**config.mk**
```make
export PLATFORM = sky130hd
export DESIGN_NAME = line_req_tracker
export DESIGN_NICKNAME = d
export VERILOG_FILES = /design/src/rtl/lrt_pkg.sv /design/src/rtl/lrt_classify.sv /design/src/rtl/lrt_cam.sv /design/src/rtl/line_req_tracker.sv
export SDC_FILE = /design/constraint.sdc
export NUM_CORES = 1
export LEC_CHECK = 0
export ABC_CLOCK_PERIOD_IN_PS = 5700
export CAP_MARGIN = 10
export CORE_UTILIZATION = 50
export CTS_CLUSTER_SIZE = 12
export DETAILED_ROUTE_END_ITERATION = 8
export PLACE_DENSITY = 0.75
export SLEW_MARGIN = 20
export SYNTH_ARGS = -nofsm -noshare
export SYNTH_HDL_FRONTEND = slang
export SYNTH_SLANG_ARGS = --single-unit
```
**constraint.sdc**
```tcl
create_clock -name clk -period 5.7 [get_ports clk]
set_input_delay 1.14 -clock clk [delete_from_list [all_inputs] [get_ports clk]]
set_output_delay 1.14 -clock clk [all_outputs]
set_load 0.005 [all_outputs]
```
**src/rtl/lrt_pkg.sv**
```systemverilog
package lrt_pkg;
  typedef enum logic [3:0] {
    K_LOAD = 4'd0, K_IFETCH = 4'd1, K_SPEC = 4'd2, K_STORE = 4'd3,
    K_RMW_RD = 4'd4, K_LL = 4'd5, K_SC = 4'd6, K_LOCK_RD = 4'd7,
    K_LOCK_WR = 4'd8, K_FLUSH = 4'd9
  } req_kind_e;

  typedef enum logic [1:0] {
    ST_ISSUED = 2'd0, ST_MERGED = 2'd1, ST_ALIASED = 2'd2, ST_FULL = 2'd3
  } rsp_status_e;

  typedef enum logic [2:0] {
    DS_LOAD = 3'd0, DS_IFETCH = 3'd1, DS_SPEC = 3'd2,
    DS_STORE = 3'd3, DS_ATOMIC = 3'd4, DS_FLUSH = 3'd5
  } ds_type_e;
endpackage

```
**src/rtl/lrt_classify.sv**
```systemverilog
module lrt_classify
  import lrt_pkg::*;
(
  input  logic [3:0] kind,
  output logic       is_load,
  output logic       is_spec,
  output logic       is_lock_wr,
  output logic [2:0] ds_type
);
  always_comb begin
    is_load    = (kind <= 4'd2);
    is_spec    = (kind == K_SPEC);
    is_lock_wr = (kind == K_LOCK_WR);
    case (kind)
      K_LOAD:       ds_type = DS_LOAD;
      K_IFETCH:     ds_type = DS_IFETCH;
      K_SPEC:       ds_type = DS_SPEC;
      K_LL, K_SC:   ds_type = DS_ATOMIC;
      K_FLUSH:      ds_type = DS_FLUSH;
      default:      ds_type = DS_STORE;
    endcase
  end
endmodule

```
**src/rtl/lrt_cam.sv**
```systemverilog
module lrt_cam #(
  parameter int N      = 4,
  parameter int LINE_W = 12,
  parameter int ID_W   = 4,
  parameter int CYC_W  = 16,
  localparam int IDX_W = (N > 1) ? $clog2(N) : 1,
  localparam int DEP_W = 1 << ID_W,
  localparam int USE_W = $clog2(N + 1)
) (
  input  logic              clk,
  input  logic              rst,
  input  logic [LINE_W-1:0] look_line,
  output logic              look_hit,
  output logic [3:0]        look_kind,
  output logic              free_ok,
  input  logic              ins_en,
  input  logic [LINE_W-1:0] ins_line,
  input  logic [ID_W-1:0]   ins_id,
  input  logic [3:0]        ins_kind,
  input  logic [CYC_W-1:0]  ins_cyc,
  input  logic              merge_en,
  input  logic [ID_W-1:0]   merge_id,
  input  logic              cpl_en,
  input  logic [LINE_W-1:0] cpl_line,
  output logic              cpl_hit,
  output logic [ID_W-1:0]   cpl_id,
  output logic [3:0]        cpl_kind,
  output logic [DEP_W-1:0]  cpl_deps,
  output logic [CYC_W-1:0]  cpl_cyc,
  output logic [USE_W-1:0]  used
);
  logic [N-1:0]      vld;
  logic [LINE_W-1:0] line_q [N];
  logic [ID_W-1:0]   id_q   [N];
  logic [3:0]        kind_q [N];
  logic [DEP_W-1:0]  deps_q [N];
  logic [CYC_W-1:0]  cyc_q  [N];
  logic [N-1:0]      look_m, cpl_m;
  logic [IDX_W-1:0]  look_idx, free_idx, cpl_idx;

  for (genvar g = 0; g < N; g++) begin : g_match
    assign look_m[g] = vld[g] && (line_q[g] == look_line);
    assign cpl_m[g]  = vld[g] && (line_q[g] == cpl_line);
  end

  always_comb begin
    look_idx = '0;
    free_idx = '0;
    cpl_idx  = '0;
    used     = '0;
    for (int i = N - 1; i >= 0; i--) begin
      if (look_m[i]) look_idx = IDX_W'(i);
      if (!vld[i])   free_idx = IDX_W'(i);
      if (cpl_m[i])  cpl_idx  = IDX_W'(i);
    end
    for (int i = 0; i < N; i++) used = used + USE_W'(vld[i]);
  end

  assign look_hit  = |look_m;
  assign look_kind = kind_q[look_idx];
  assign free_ok   = ~&vld;
  assign cpl_hit   = cpl_en && (|cpl_m);
  assign cpl_id    = id_q[cpl_idx];
  assign cpl_kind  = kind_q[cpl_idx];
  assign cpl_deps  = deps_q[cpl_idx];
  assign cpl_cyc   = cyc_q[cpl_idx];

  always_ff @(posedge clk) begin
    if (rst) begin
      vld <= '0;
    end else begin
      if (cpl_hit)          vld[cpl_idx]  <= 1'b0;
      if (ins_en && free_ok) vld[free_idx] <= 1'b1;
    end
  end

  always_ff @(posedge clk) begin
    if (ins_en && free_ok) begin
      line_q[free_idx] <= ins_line;
      id_q[free_idx]   <= ins_id;
      kind_q[free_idx] <= ins_kind;
      deps_q[free_idx] <= '0;
      cyc_q[free_idx]  <= ins_cyc;
    end
    if (merge_en && look_hit) deps_q[look_idx][merge_id] <= 1'b1;
  end


  ins_room_chk: assert property (@(posedge clk) disable iff (rst)
    ins_en |-> free_ok);

  line_unique_chk: assert property (@(posedge clk) disable iff (rst)
    $onehot0(cpl_m));
endmodule

```
**src/rtl/line_req_tracker.sv**
```systemverilog
module line_req_tracker
  import lrt_pkg::*;
#(
  parameter int ADDR_W   = 16,
  parameter int OFFSET_W = 4,
  parameter int RD_N     = 4,
  parameter int WR_N     = 4,
  parameter int MAX_OUT  = 6,
  parameter int ID_W     = 4,
  parameter int CYC_W    = 16
) (
  input  logic                       clk,
  input  logic                       rst,
  input  logic                       req_valid,
  input  logic [ADDR_W-1:0]          req_addr,
  input  logic [3:0]                 req_kind,
  input  logic [ID_W-1:0]            req_id,
  input  logic                       cpl_valid,
  input  logic [ADDR_W-OFFSET_W-1:0] cpl_line,
  input  logic                       cpl_is_write,
  output logic                       rsp_valid,
  output logic [1:0]                 rsp_status,
  output logic [ID_W-1:0]            rsp_id,
  output logic                       ds_valid,
  output logic [ADDR_W-1:0]          ds_addr,
  output logic [2:0]                 ds_type,
  output logic [ID_W-1:0]            ds_id,
  output logic                       done_valid,
  output logic [ID_W-1:0]            done_id,
  output logic [(2**ID_W)-1:0]       done_deps,
  output logic [CYC_W-1:0]           done_latency,
  output logic                       err_flag
);
  localparam int LINE_W = ADDR_W - OFFSET_W;
  localparam int DEP_W  = 1 << ID_W;
  localparam int CNT_W  = $clog2(MAX_OUT + 1);

  logic [LINE_W-1:0] req_line, lock_line;
  logic              lock_v;
  logic [CNT_W-1:0]  cnt_q;
  logic [CYC_W-1:0]  now_q;
  logic              is_load, is_spec, is_lock_wr;
  logic [2:0]        sec_type;

  logic rd_hit, wr_hit, rd_free, wr_free, rd_ins, wr_ins, do_merge;
  logic [3:0] rd_kind, wr_kind_unused;
  logic rd_chit, wr_chit;
  logic [ID_W-1:0]  rd_cid, wr_cid;
  logic [3:0]       rd_ckind, wr_ckind;
  logic [DEP_W-1:0] rd_cdeps, wr_cdeps;
  logic [CYC_W-1:0] rd_ccyc, wr_ccyc;
  logic [$clog2(RD_N+1)-1:0] rd_used;
  logic [$clog2(WR_N+1)-1:0] wr_used;
  rsp_status_e dec;

  assign req_line = req_addr[ADDR_W-1:OFFSET_W];

  lrt_classify u_cls (
    .kind(req_kind), .is_load(is_load), .is_spec(is_spec),
    .is_lock_wr(is_lock_wr), .ds_type(sec_type)
  );

  lrt_cam #(.N(RD_N), .LINE_W(LINE_W), .ID_W(ID_W), .CYC_W(CYC_W)) u_rd (
    .clk, .rst, .look_line(req_line), .look_hit(rd_hit), .look_kind(rd_kind),
    .free_ok(rd_free), .ins_en(rd_ins), .ins_line(req_line), .ins_id(req_id),
    .ins_kind(req_kind), .ins_cyc(now_q), .merge_en(do_merge), .merge_id(req_id),
    .cpl_en(cpl_valid && !cpl_is_write), .cpl_line(cpl_line), .cpl_hit(rd_chit),
    .cpl_id(rd_cid), .cpl_kind(rd_ckind), .cpl_deps(rd_cdeps), .cpl_cyc(rd_ccyc),
    .used(rd_used)
  );

  lrt_cam #(.N(WR_N), .LINE_W(LINE_W), .ID_W(ID_W), .CYC_W(CYC_W)) u_wr (
    .clk, .rst, .look_line(req_line), .look_hit(wr_hit), .look_kind(wr_kind_unused),
    .free_ok(wr_free), .ins_en(wr_ins), .ins_line(req_line), .ins_id(req_id),
    .ins_kind(req_kind), .ins_cyc(now_q), .merge_en(1'b0), .merge_id(req_id),
    .cpl_en(cpl_valid && cpl_is_write), .cpl_line(cpl_line), .cpl_hit(wr_chit),
    .cpl_id(wr_cid), .cpl_kind(wr_ckind), .cpl_deps(wr_cdeps), .cpl_cyc(wr_ccyc),
    .used(wr_used)
  );

  // admission decision, priority: full, lock, same-cycle completion, tables
  always_comb begin
    dec      = ST_ALIASED;
    rd_ins   = 1'b0;
    wr_ins   = 1'b0;
    do_merge = 1'b0;
    if (cnt_q >= CNT_W'(MAX_OUT)) begin
      dec = ST_FULL;
    end else if (lock_v && lock_line == req_line && !is_lock_wr) begin
      dec = ST_ALIASED;
    end else if (cpl_valid && cpl_line == req_line) begin
      dec = ST_ALIASED;
    end else if (!is_load) begin
      if (rd_hit || wr_hit) dec = ST_ALIASED;
      else if (!wr_free)    dec = ST_FULL;
      else begin
        dec    = ST_ISSUED;
        wr_ins = req_valid;
      end
    end else begin
      if (wr_hit) dec = ST_ALIASED;
      else if (rd_hit) begin
        if (is_spec && rd_kind == K_SPEC) begin
          dec      = ST_MERGED;
          do_merge = req_valid;
        end else dec = ST_ALIASED;
      end else if (!rd_free) dec = ST_FULL;
      else begin
        dec    = ST_ISSUED;
        rd_ins = req_valid;
      end
    end
  end

  logic cpl_any_hit;
  assign cpl_any_hit = rd_chit || wr_chit;

  always_ff @(posedge clk) begin
    if (rst) begin
      cnt_q      <= '0;
      now_q      <= '0;
      lock_v     <= 1'b0;
      lock_line  <= '0;
      rsp_valid  <= 1'b0;
      rsp_status <= '0;
      rsp_id     <= '0;
      ds_valid   <= 1'b0;
      ds_addr    <= '0;
      ds_type    <= '0;
      ds_id      <= '0;
      done_valid <= 1'b0;
      done_id    <= '0;
      done_deps  <= '0;
      done_latency <= '0;
      err_flag   <= 1'b0;
    end else begin
      now_q      <= now_q + 1'b1;
      cnt_q      <= cnt_q + CNT_W'(rd_ins || wr_ins) - CNT_W'(cpl_any_hit);
      rsp_valid  <= req_valid;
      rsp_status <= dec;
      rsp_id     <= req_id;
      ds_valid   <= rd_ins || wr_ins;
      ds_addr    <= req_addr;
      ds_type    <= sec_type;
      ds_id      <= req_id;
      done_valid <= cpl_any_hit;
      if (rd_chit) begin
        done_id      <= rd_cid;
        done_deps    <= rd_cdeps;
        done_latency <= now_q - rd_ccyc;
      end else if (wr_chit) begin
        done_id      <= wr_cid;
        done_deps    <= wr_cdeps;
        done_latency <= now_q - wr_ccyc;
        if (wr_ckind == K_LOCK_RD) begin
          lock_v    <= 1'b1;
          lock_line <= cpl_line;
        end else if (wr_ckind == K_LOCK_WR) begin
          lock_v <= 1'b0;
        end
      end
      if (cpl_valid && !cpl_any_hit) err_flag <= 1'b1;
    end
  end


  count_sum_chk: assert property (@(posedge clk) disable iff (rst)
    int'(cnt_q) == int'(rd_used) + int'(wr_used));

  count_cap_chk: assert property (@(posedge clk) disable iff (rst)
    int'(cnt_q) <= MAX_OUT);

  full_rsp_chk: assert property (@(posedge clk) disable iff (rst)
    (req_valid && cnt_q >= CNT_W'(MAX_OUT)) |=> (rsp_status == 2'(ST_FULL)));

  lock_block_chk: assert property (@(posedge clk) disable iff (rst)
    (req_valid && lock_v && lock_line == req_line && req_kind != 4'(K_LOCK_WR))
      |=> (rsp_status == 2'(ST_ALIASED) || rsp_status == 2'(ST_FULL)));

  err_sticky_chk: assert property (@(posedge clk) disable iff (rst)
    err_flag |=> err_flag);

  merge_no_ds_chk: assert property (@(posedge clk) disable iff (rst)
    (rsp_valid && rsp_status == 2'(ST_MERGED)) |-> !ds_valid);
endmodule

```
Yosys cells after proc, flatten, opt, wreduce, memory -nomap -nowiden
Memory sizes are Yosys's and may differ from the RTL's.
Index checks and enable logic that the tools add are counted.
{ "totals": {"ff_bits": 105, "inputBits": 41, "memories": 9, "elab_cells": 215, "ram_bits": 352, "output_inout_bits": 69} }
{ "op_classes": {"reduce_logical": 54, "mux": 84, "addsub": 5, "order_cmp": 12, "bitwise_logic": 7, "eq_ne": 27} }
{ "mem_list": {"columns": ["memory", "words", "width", "rd", "rd_ports_with_merged_regs", "write_ports", "line_no", "source"], "rows": [
  ["u_rd.cyc_q", 4, 16, 1, 0, 1, "lrt_cam.sv:37", "logic [CYC_W-1:0] cyc_q [N];"],
  ["u_rd.deps_q", 4, 16, 1, 0, 1, "lrt_cam.sv:36", "logic [DEP_W-1:0] deps_q [N];"],
  ["u_wr.cyc_q", 4, 16, 1, 0, 1, "lrt_cam.sv:37", null],
  ["u_rd.line_q", 4, 12, 4, 0, 1, "lrt_cam.sv:33", "logic [LINE_W-1:0] line_q [N];"],
  ["u_wr.line_q", 4, 12, 4, 0, 1, "lrt_cam.sv:33", null],
  ["u_rd.id_q", 4, 4, 1, 0, 1, "lrt_cam.sv:34", "logic [ID_W-1:0] id_q [N];"],
  ["3 more memories", null, null, null, null, null, null, null]
]} }
{ "op_table": {"columns": ["operator", "n"], "rows": [
  ["$eq A12 B12 Y1", 18],
  ["$mux W16", 7],
  ["$mux W2", 31],
  ["$logic_and A1 B1 Y1", 33],
  ["$mux W1", 32],
  ["$mux W4", 8],
  ["$sub A16 B16 Y16", 2],
  ["$add A16 B1 Y16 const B", 1],
  ["$reduce_or A16 Y1", 1],
  ["$reduce_or A4 Y1", 4],
  ["$pmux W3 S5", 1],
  ["$eq A4 B3 Y1 const B", 3],
  ["$eq A4 B4 Y1 const B", 3],
  ["$lt A2 B3 Y1 const B", 4],
  ["$and A4 B4 Y4", 2],
  ["$demux W1 S2", 4],
  ["$eq A4 B2 Y1 const B", 2],
  ["$ge A2 B1 Y1 const B", 4],
  ["$not A4 Y4", 2],
  ["$or A4 B4 Y4", 2],
  ["$reduce_and A4 Y1", 2],
  ["$reduce_and A3 Y1", 2],
  ["$logic_not A1 Y1", 5],
  ["$lt A4 B5 Y1 const B", 1],
  ["12 further kinds", 15]
]} }

Longest topological paths before layout
Gate-level depths: netlist of the first run.
An unclocked memory read counts as a cell.
{ "depth": {"depth_word": 22, "depth_mapped": 23, "depth_no_buf": 20} }

Hierarchy
A second synthesis of the first run with hierarchy kept.
{ "unflattened": {"hier_cells": 2136, "hier_area_um2": 23466.3} }
{ "by_module_without_submodules": {"columns": ["mod", "seq_area_each_um2", "area_per_inst_um2", "n_inst", "cells_each"], "rows": [
  ["lrt_cam at u_rd", 5685.5, 9318.9, 1, 818],
  ["lrt_cam at u_wr", 5685.5, 9203.8, 1, 752],
  ["line_req_tracker", 1941.9, 4840.9, 1, 552],
  ["lrt_classify", 0.0, 102.6, 1, 14]
]} }

Least setup slack after synthesis of the first run
Ideal clock, no wire load.
{ "synth_path": {"path_kind": "input port to flip-flop", "start": "input cpl_line[6]", "end": "register done_latency[15]", "path_slack_ns": -0.037, "cell_stages": 23, "required_time_ns": 5.614, "arrival_ns": 5.651, "path_buffers": 4, "setup_time_ns": 0.086, "path_cell_list": "buf_2 -> xnor2_1 -> nand4_1 -> nor4_1 -> nor2_1 -> nor3_1 -> buf_2 -> buf_2 -> buf_1 -> nand2_1 -> and3_1 -> o21ai_0 -> o21ai_0 -> ha_1 -> and3_1 -> a21oi_1 -> a31oi_1 -> o41a_1 -> a211oi_1 -> o21bai_1 -> a21oi_1 -> xnor3_1 -> a211oi_1"} }
{ "synth_via": {"elab_chain_len": 10, "elab_cells_between_ends": 35, "classes_between": "add/sub (2); eq/ne (8); mux (10); reduce/logical (13); memory (2)"} }
{ "synth_rtl": {"columns": ["element", "line_no", "source"], "rows": [
  ["start, declared", "line_req_tracker.sv:19", "input logic [ADDR_W-OFFSET_W-1:0] cpl_line,"],
  ["$eq A12 B12 Y1", "lrt_cam.sv:43", "assign cpl_m[g] = vld[g] && (line_q[g] == cpl_line);"],
  ["$logic_and A1 B1 Y1", "lrt_cam.sv:43", null],
  ["$mux W2 (4 in series)", "lrt_cam.sv:54", "if (cpl_m[i]) cpl_idx = IDX_W'(i);"],
  ["$mem_v2 Z4 W16", null, null],
  ["$sub A16 B16 Y16", "line_req_tracker.sv:154", "done_latency <= now_q - wr_ccyc;"],
  ["$mux W16", "line_req_tracker.sv:151", "end else if (wr_chit) begin"],
  ["$mux W16", "line_req_tracker.sv:147", "if (rd_chit) begin"],
  ["end signal, assigned", "line_req_tracker.sv:150", "done_latency <= now_q - rd_ccyc;"],
  ["end signal, assigned", "line_req_tracker.sv:154", null],
  ["end, declared", "line_req_tracker.sv:31", "output logic [CYC_W-1:0] done_latency,"]
]} }
Parallel ways exist; a longest one is shown, timed or not. The select of a mux whose other input is x is not followed.
A chain may end at the register's enable or synchronous reset.

Worst setup path after layout of the first run
{ "layout_path": {"start": "input cpl_line[3]", "end": "register done_latency[14]"} }
The elaborated chain is that of the path after synthesis.

==> impl_metrics.ini, run 1 <==
[status]
outcome = completed

[sta]
fmax_ghz = 0.184
whs_ns = 0.451
slew-limit-headroom = 0.530
hold_viol_final = 0
slew_violations = 0
layout_min_cycle_time_ns = 5.42
rsz0062_at_grt = true
worstMarginPinSlew_ns = 0.706
min_period_over_period = 0.951
clock-skew-final_ns = 0.0158
setup_viol = 0

[synthesis]
netlist-cell-type-count = 68
synth_edf_count = 352
yosysWarningCount = 0
synth.net_count = 1710
synth-main-ff-cell = edfxtp_1
syn_area_sq_um = 20700
ys_ff_latch = 457
postSynthCellCount = 1648
synth_async_sr_flop_share = 0
syn_avg_cell_area_sq_um = 12.6
yosysSeqAreaShare = 0.612

[placement]
dp_cells = 2397
port_buffers = 109
gp_congestion = 0.929
placedInstanceArea_sq_um = 23800
hpwl_mm = 36.2

[drt]
drtPass1Iterations = 5
via_count = 14500
wl_mm = 53.0
ant_nets = 0
vias_per_cell = 5.85
drc = 0
wl_per_cell_um = 21.3
dr.first_iter.drc_count = 1311

[clock_network]
cts_buffers = 48
htree_levels = 2
tritoncts = yes
cts_buffer_depth = 3
path_clk_slew_ns = 0.05
cts_root_buf = clkbuf_16
clk_latency_ns = 0.59
postCtsHoldBufs = 0
cts_sinks = 457

[finish]
fin_util = 0.622
area_growth_pct = 22.8
antennaDiodeCount = 0
final_nets = 1978
final_cell_mix = edfxtp_1, xnor2_1, buf_4, nand2_1, clkdlybuf4s50_1
layout.cells.non_filler = 2485
stdcell_area_sq_um = 25400
register_area_sq_um = 12700
fillers = 3047
multi_input_area_sq_um = 7650
layout_commonest_cell = edfxtp_1
drive_gt1_frac = 0.177

[setup_path]
rrSetupSlack_ns = 0.98
cp_data_arrival_time_ns = 5.89
required_ns = 6.16
path_class = in -> reg
path_max_fanout = 4
path_cells = clkdlybuf4s50_1, buf_4, buf_4, xnor2_1, nand3_1, or4_1, and2_2, mux2i_1, a21oi_1, mux2_2, ha_1, fa_1, nor2b_1, o21ai_0, a21boi_1, o211ai_1, a21oi_2, nor3_1, o31ai_2, nor4b_1, a211o_1
cp-end-kind = flip-flop
crit_path_start_kind = input port
cpMostUsedCell = buf_4
slowest_delay_ns = 0.60
cp_slowest_cell = or4_1

[grt]
grt_overflow_total = 0
grt_pass1_vias = 14500
grtUsageMet3 = 0.0420
grt_max_degree = 61
grt_pass1_wl_mm = 81.8
grtUsageMet1 = 0.357
busiest_layer = met2
antenna_found_initial = 0
grt.total_usage = 0.256
grtUsageMet2 = 0.409

[floorplanning]
row_count = 74
die_x_um = 205
fp.coreArea_sq_um = 40800
fp.dieH_um = 205
start_util = 0.507
die_area_sq_um = 42200
boundaryPins = 110

[job]
cap_viol_max_count = 0

[worst_hold_path]
min_path_type = reg -> reg

[power]
peakVddDrop_uv = 337
p_per_area_nw_per_um2 = 284
leakage_nw = 8.62
cell type report:
cell class / count / share of cell area
clock inverters: 13 / 0.00478
clock buffers: 74 / 0.0547
repair buffers: 313 / 0.111
well taps: 532 / 0.0262
flip-flops and latches: 457 / 0.499
multi-input cells: 1071 / 0.301
inverters: 25 / 0.00369
kinds of logic after synthesis:
group           count (synthesis)  synth area share
mux                            41            0.0302
simple gates                  519             0.136
fa+ha+maj                      21            0.0134
xor+xnor                      240             0.102
compound gates                250            0.0776
buf+inv                       120            0.0279
flops                         457             0.612
critical path, delay by kind of cell:
family | cells | cell delay (ns)
buf+inv | 3 | 0.80
fa+ha+maj | 2 | 0.62
xor+xnor | 1 | 0.11
compound gates | 7 | 1.37
simple gates | 6 | 1.39
mux | 2 | 0.43
where the power goes:
group          internal (mW)  switching [mW]  leakage [nW]  total [mW]
combinational          0.233           0.283          3.66       0.516
sequential              3.63          0.0354          4.23        3.67
clock                   1.76            1.26         0.737        3.02
total                   5.63            1.58          8.62        7.21
repair_timing:
| item | CTS | global route |
|---|---|---|
| gates resized for setup | 1 | 28 |
| pin swaps | 0 | 3 |
| buffers inserted | 0 | 1 |
| setup endpoints to repair | 1 | 4 |
cells in the mapped netlist (all sizes together) (5+ instances only):
cell type	count	area, sq um
nand3	42	210
a221oi	7	61.3
clkbuf	43	161
edfxtp	352	10600
a31oi	8	50.1
o31ai	13	97.6
xnor2	206	1800
dfxtp	105	2100
a22oi	35	263
buf	52	322
mux2i	22	220
nand2	114	428
xor2	33	289
o21a	8	60.1
and2	23	144
ha	19	238
and3	24	150
nor3b	35	263
mux4	17	383
o21ai	62	314
or4	9	71.3
nor3	31	155
nor2	94	428
or2	7	43.8
a41oi	5	43.8
a21oi	63	319
a211oi	22	165
or3	5	31.3
nor4	25	175
nand4	57	357
inv	25	93.8
nand2b	7	43.8
nor2b	32	200
nor4b	6	52.6
layer usage:
layer	vias to the layer above	part of all wire
li1	6627	-
met1	7150	0.42
met2	664	0.47
met3	92	0.090
met4	0	0.025
met5	-	0
worst paths after layout:
path / startpoint / endpoint / depth (start not counted)
max: cpl_line[3] / done_latency[14] / 21
min: done_latency[4] / done_latency[4] / 2
max reg2reg: u_wr.line_q[2][4] / done_latency[14] / 19
min reg2reg: done_latency[4] / done_latency[4] / 2
sequential cells by signal, summed over array words and instances, names as in the netlist, 2 cells and up:
register and cells:
done_deps 16, ds_type 3, u_rd.cyc_q 64, done_id 4, u_rd.kind_q 16, u_wr.cyc_q 64
ds_id 4, u_wr.line_q 48, u_rd.line_q 48, u_wr.kind_q 16, u_rd.id_q 16, u_rd.deps_q 64
u_wr.vld 4, u_rd.vld 4, lock_line 12, now_q 16, u_wr.id_q 16, ds_addr 16
done_latency 16, cnt_q 3, rsp_status 2
stage by stage:
| stage | total power [mW] | TNS, ns | worst slack [ns] |
|---|---|---|---|
| floorplan | 4.01 | 0 | 0.0542 |
| global placement | 4.23 | -1.08 | -0.439 |
| detailed placement | 4.24 | -1.61 | -0.541 |
| CTS | 7.24 | 0 | 0.0192 |
| global route | 7.42 | -0.0214 | -0.0214 |
| finish | 7.21 | 0 | 0.278 |
Power figures use the tool's default switching activity.
==> inputs of run 2 (changes only) <==
--- a/config.mk
+++ b/config.mk
@@ -5,13 +5,13 @@
 export SDC_FILE = /design/constraint.sdc
 export NUM_CORES = 1
 export LEC_CHECK = 0
-export ABC_CLOCK_PERIOD_IN_PS = 5700
+export ABC_CLOCK_PERIOD_IN_PS = 6740
 export CAP_MARGIN = 10
 export CORE_UTILIZATION = 50
 export CTS_CLUSTER_SIZE = 12
 export DETAILED_ROUTE_END_ITERATION = 8
-export PLACE_DENSITY = 0.75
-export SLEW_MARGIN = 20
+export PLACE_DENSITY = 0.72
 export SYNTH_ARGS = -nofsm -noshare
 export SYNTH_HDL_FRONTEND = slang
+export SYNTH_HIERARCHICAL = 1
 export SYNTH_SLANG_ARGS = --single-unit
==> constraint.sdc (replaced) <==
create_clock -name clk -period 6.74 [get_ports clk]
set_input_delay 1.348 -clock clk [delete_from_list [all_inputs] [get_ports clk]]
set_output_delay 1.348 -clock clk [all_outputs]
set_load 0.005 [all_outputs]
==> run 2 against run 1 <==
  * Power down 6.6%
  * Sequential power fell by 6.8%
  * Combinational power fell by 25%
  * Core utilization fell by 3.3 points
  * Via count grew 17%
  * Cell area increased by 5.5%
  * Hold slack worse by 0.0076 ns
  * Global-route usage rose by 1.9 points
  * Synthesized cell count increased by 27%
  * Wire length increased by 23%
  * Clock skew decreased by 0.0015 ns
  * Critical path depth shrank 8
  * Largest power group unchanged
==> impl_metrics.ini, run 2 <==
[setup_path]
cp-end-kind = flip-flop
cp_data_arrival_time_ns = 6.18
crit_path_start_kind = input port
rrSetupSlack_ns = 1.96
startpoint = req_addr[6]
required_ns = 7.04
r2r_start = u_rd/line_q[2][4]
path_max_fanout = 36
reg2reg_depth = 16
path_class = in -> reg
r2r-end = done_latency[8]

[sta]
setup_viol = 0
clock-skew-final_ns = 0.0143
worstMarginPinSlew_ns = 1.20
slew-limit-headroom = 0.202
fmax_ghz = 0.170
hold_viol_final = 0
rsz0062_at_grt = false
min_period_over_period = 0.873
slew_violations = 0
layout_min_cycle_time_ns = 5.88
whs_ns = 0.443
finalSetupTns_ns = 0

[floorplanning]
start_util = 0.509
row_count = 78
die_x_um = 217
fp.dieH_um = 217
boundaryPins = 110
fp.coreArea_sq_um = 45500
die_area_sq_um = 47100

[grt]
antenna_found_initial = 0
grt.total_usage = 0.274
grt_pass1_wl_mm = 98.6
grt_pass1_vias = 16700
grt_overflow_total = 0
grt_max_degree = 60

[power]
p_per_area_nw_per_um2 = 251
sw_frac_of_total = 0.221
comb_power_share = 0.057
power.share.clock = 0.434
p_switching_mw = 1.49
p_int_mw = 5.24
leakage_nw = 9.34
p_seq_frac = 0.508
peakVddDrop_uv = 197

[worst_hold_path]
min_path_type = reg -> reg
hold_path_depth = 2
whs_endpoint = u_rd/deps_q[0][1]
hp-start = u_rd/deps_q[0][1]

[clock_network]
cts_sinks = 521
cts_buffer_depth = 3
ctsResizeCount = 0
cts_buffers = 54
clk_latency_ns = 0.61
htree_levels = 2
post-cts-setup-buffers = 0
path_clk_slew_ns = 0.06
cts_root_buf = clkbuf_16
tritoncts = yes
postCtsHoldBufs = 0

[drt]
wl_per_cell_um = 22.8
wl_mm = 65.0
via_count = 17000
dr.first_iter.drc_count = 1760
drtPass1Iterations = 5
drc = 0
ant_nets = 0
vias_per_cell = 5.95

[finish]
layout.cells.non_filler = 2852
fillers = 3777
layout_commonest_cell = edfxtp_1
drive_gt1_frac = 0.0861
antennaDiodeCount = 0
final_nets = 2274
final_cell_mix = edfxtp_1, dfxtp_1, nand2_1, xnor2_1, o21ai_0
register_area_sq_um = 13300
multi_input_area_sq_um = 9130
area_growth_pct = 15.9

[placement]
port_buffers = 109
dp_cells = 2751
gp_congestion = 0.947
hpwl_mm = 41.9

[synthesis]
syn_avg_cell_area_sq_um = 11.1
postSynthCellCount = 2088
yosysWarningCount = 6
syn_area_sq_um = 23100

[job]
cap_viol_max_count = 0

[status]
outcome = completed
## run 2: worst max-delay path by stage
stage	slack, ns	cells past startpoint	endpoint
2_1_floorplan	1.34	17	done_latency[8]
3_3_place_gp	0.40	12	u_wr/line_q[2][9]
3_5_place_dp	0.30	12	u_wr/line_q[2][7]
4_1_cts	0.93	12	u_wr/cyc_q[2][13]
5_1_grt	0.73	13	u_wr/line_q[2][6]
6_report	0.86	13	u_wr/line_q[2][8]
## run 2: layout make-up
type	instances	share of cell area
repair buffers	197	0.0661
clock buffers	92	0.0626
inverters	30	0.00420
multi-input cells	1404	0.340
clock inverters	8	0.00229
well taps	600	0.0280
flip-flops and latches	521	0.496
## run 2: power by group through the flow
stage	clock (mW)	sequential (mW)	combinational (mW)
after CTS	2.95	3.42	0.382
final	2.92	3.42	0.385
after detailed placement	0	3.49	0.379
after floorplan	0	3.48	0.211
after global routing	3.08	3.42	0.413
after global placement	0	3.49	0.373
## run 2: metal layers
layer  up-vias  share of wire  GRT usage
li1       7750              -          -
met1      8325           0.43      0.374
met2       748           0.46      0.438
met3       153          0.079     0.0468
met4         0          0.032      0.104
met5         -              0          0
## run 2: per-stage QoR
step	cell area, sq um	worst slack (ns)	util	power [mW]
after detailed placement	25100	0.300	0.551	3.87
final	26800	0.858	0.590	6.73
after global placement	25100	0.403	0.551	3.86
after CTS	26800	0.930	0.590	6.76
after global routing	26800	0.732	0.590	6.92
after floorplan	23100	1.34	-	3.69
## run 2: worst max-delay path, stage by stage
cell	delay (ns)
clkdlybuf4s50_1	1.02
buf_4	0.41
xnor2_1	0.12
nand4_1	0.11
nor4_1	0.08
or4_1	0.47
a311oi_2	0.47
nand2_2	0.17
nor4_1	0.84
nand3_1	0.17
or2_2	0.51
inv_1	0.17
buf_12	0.25
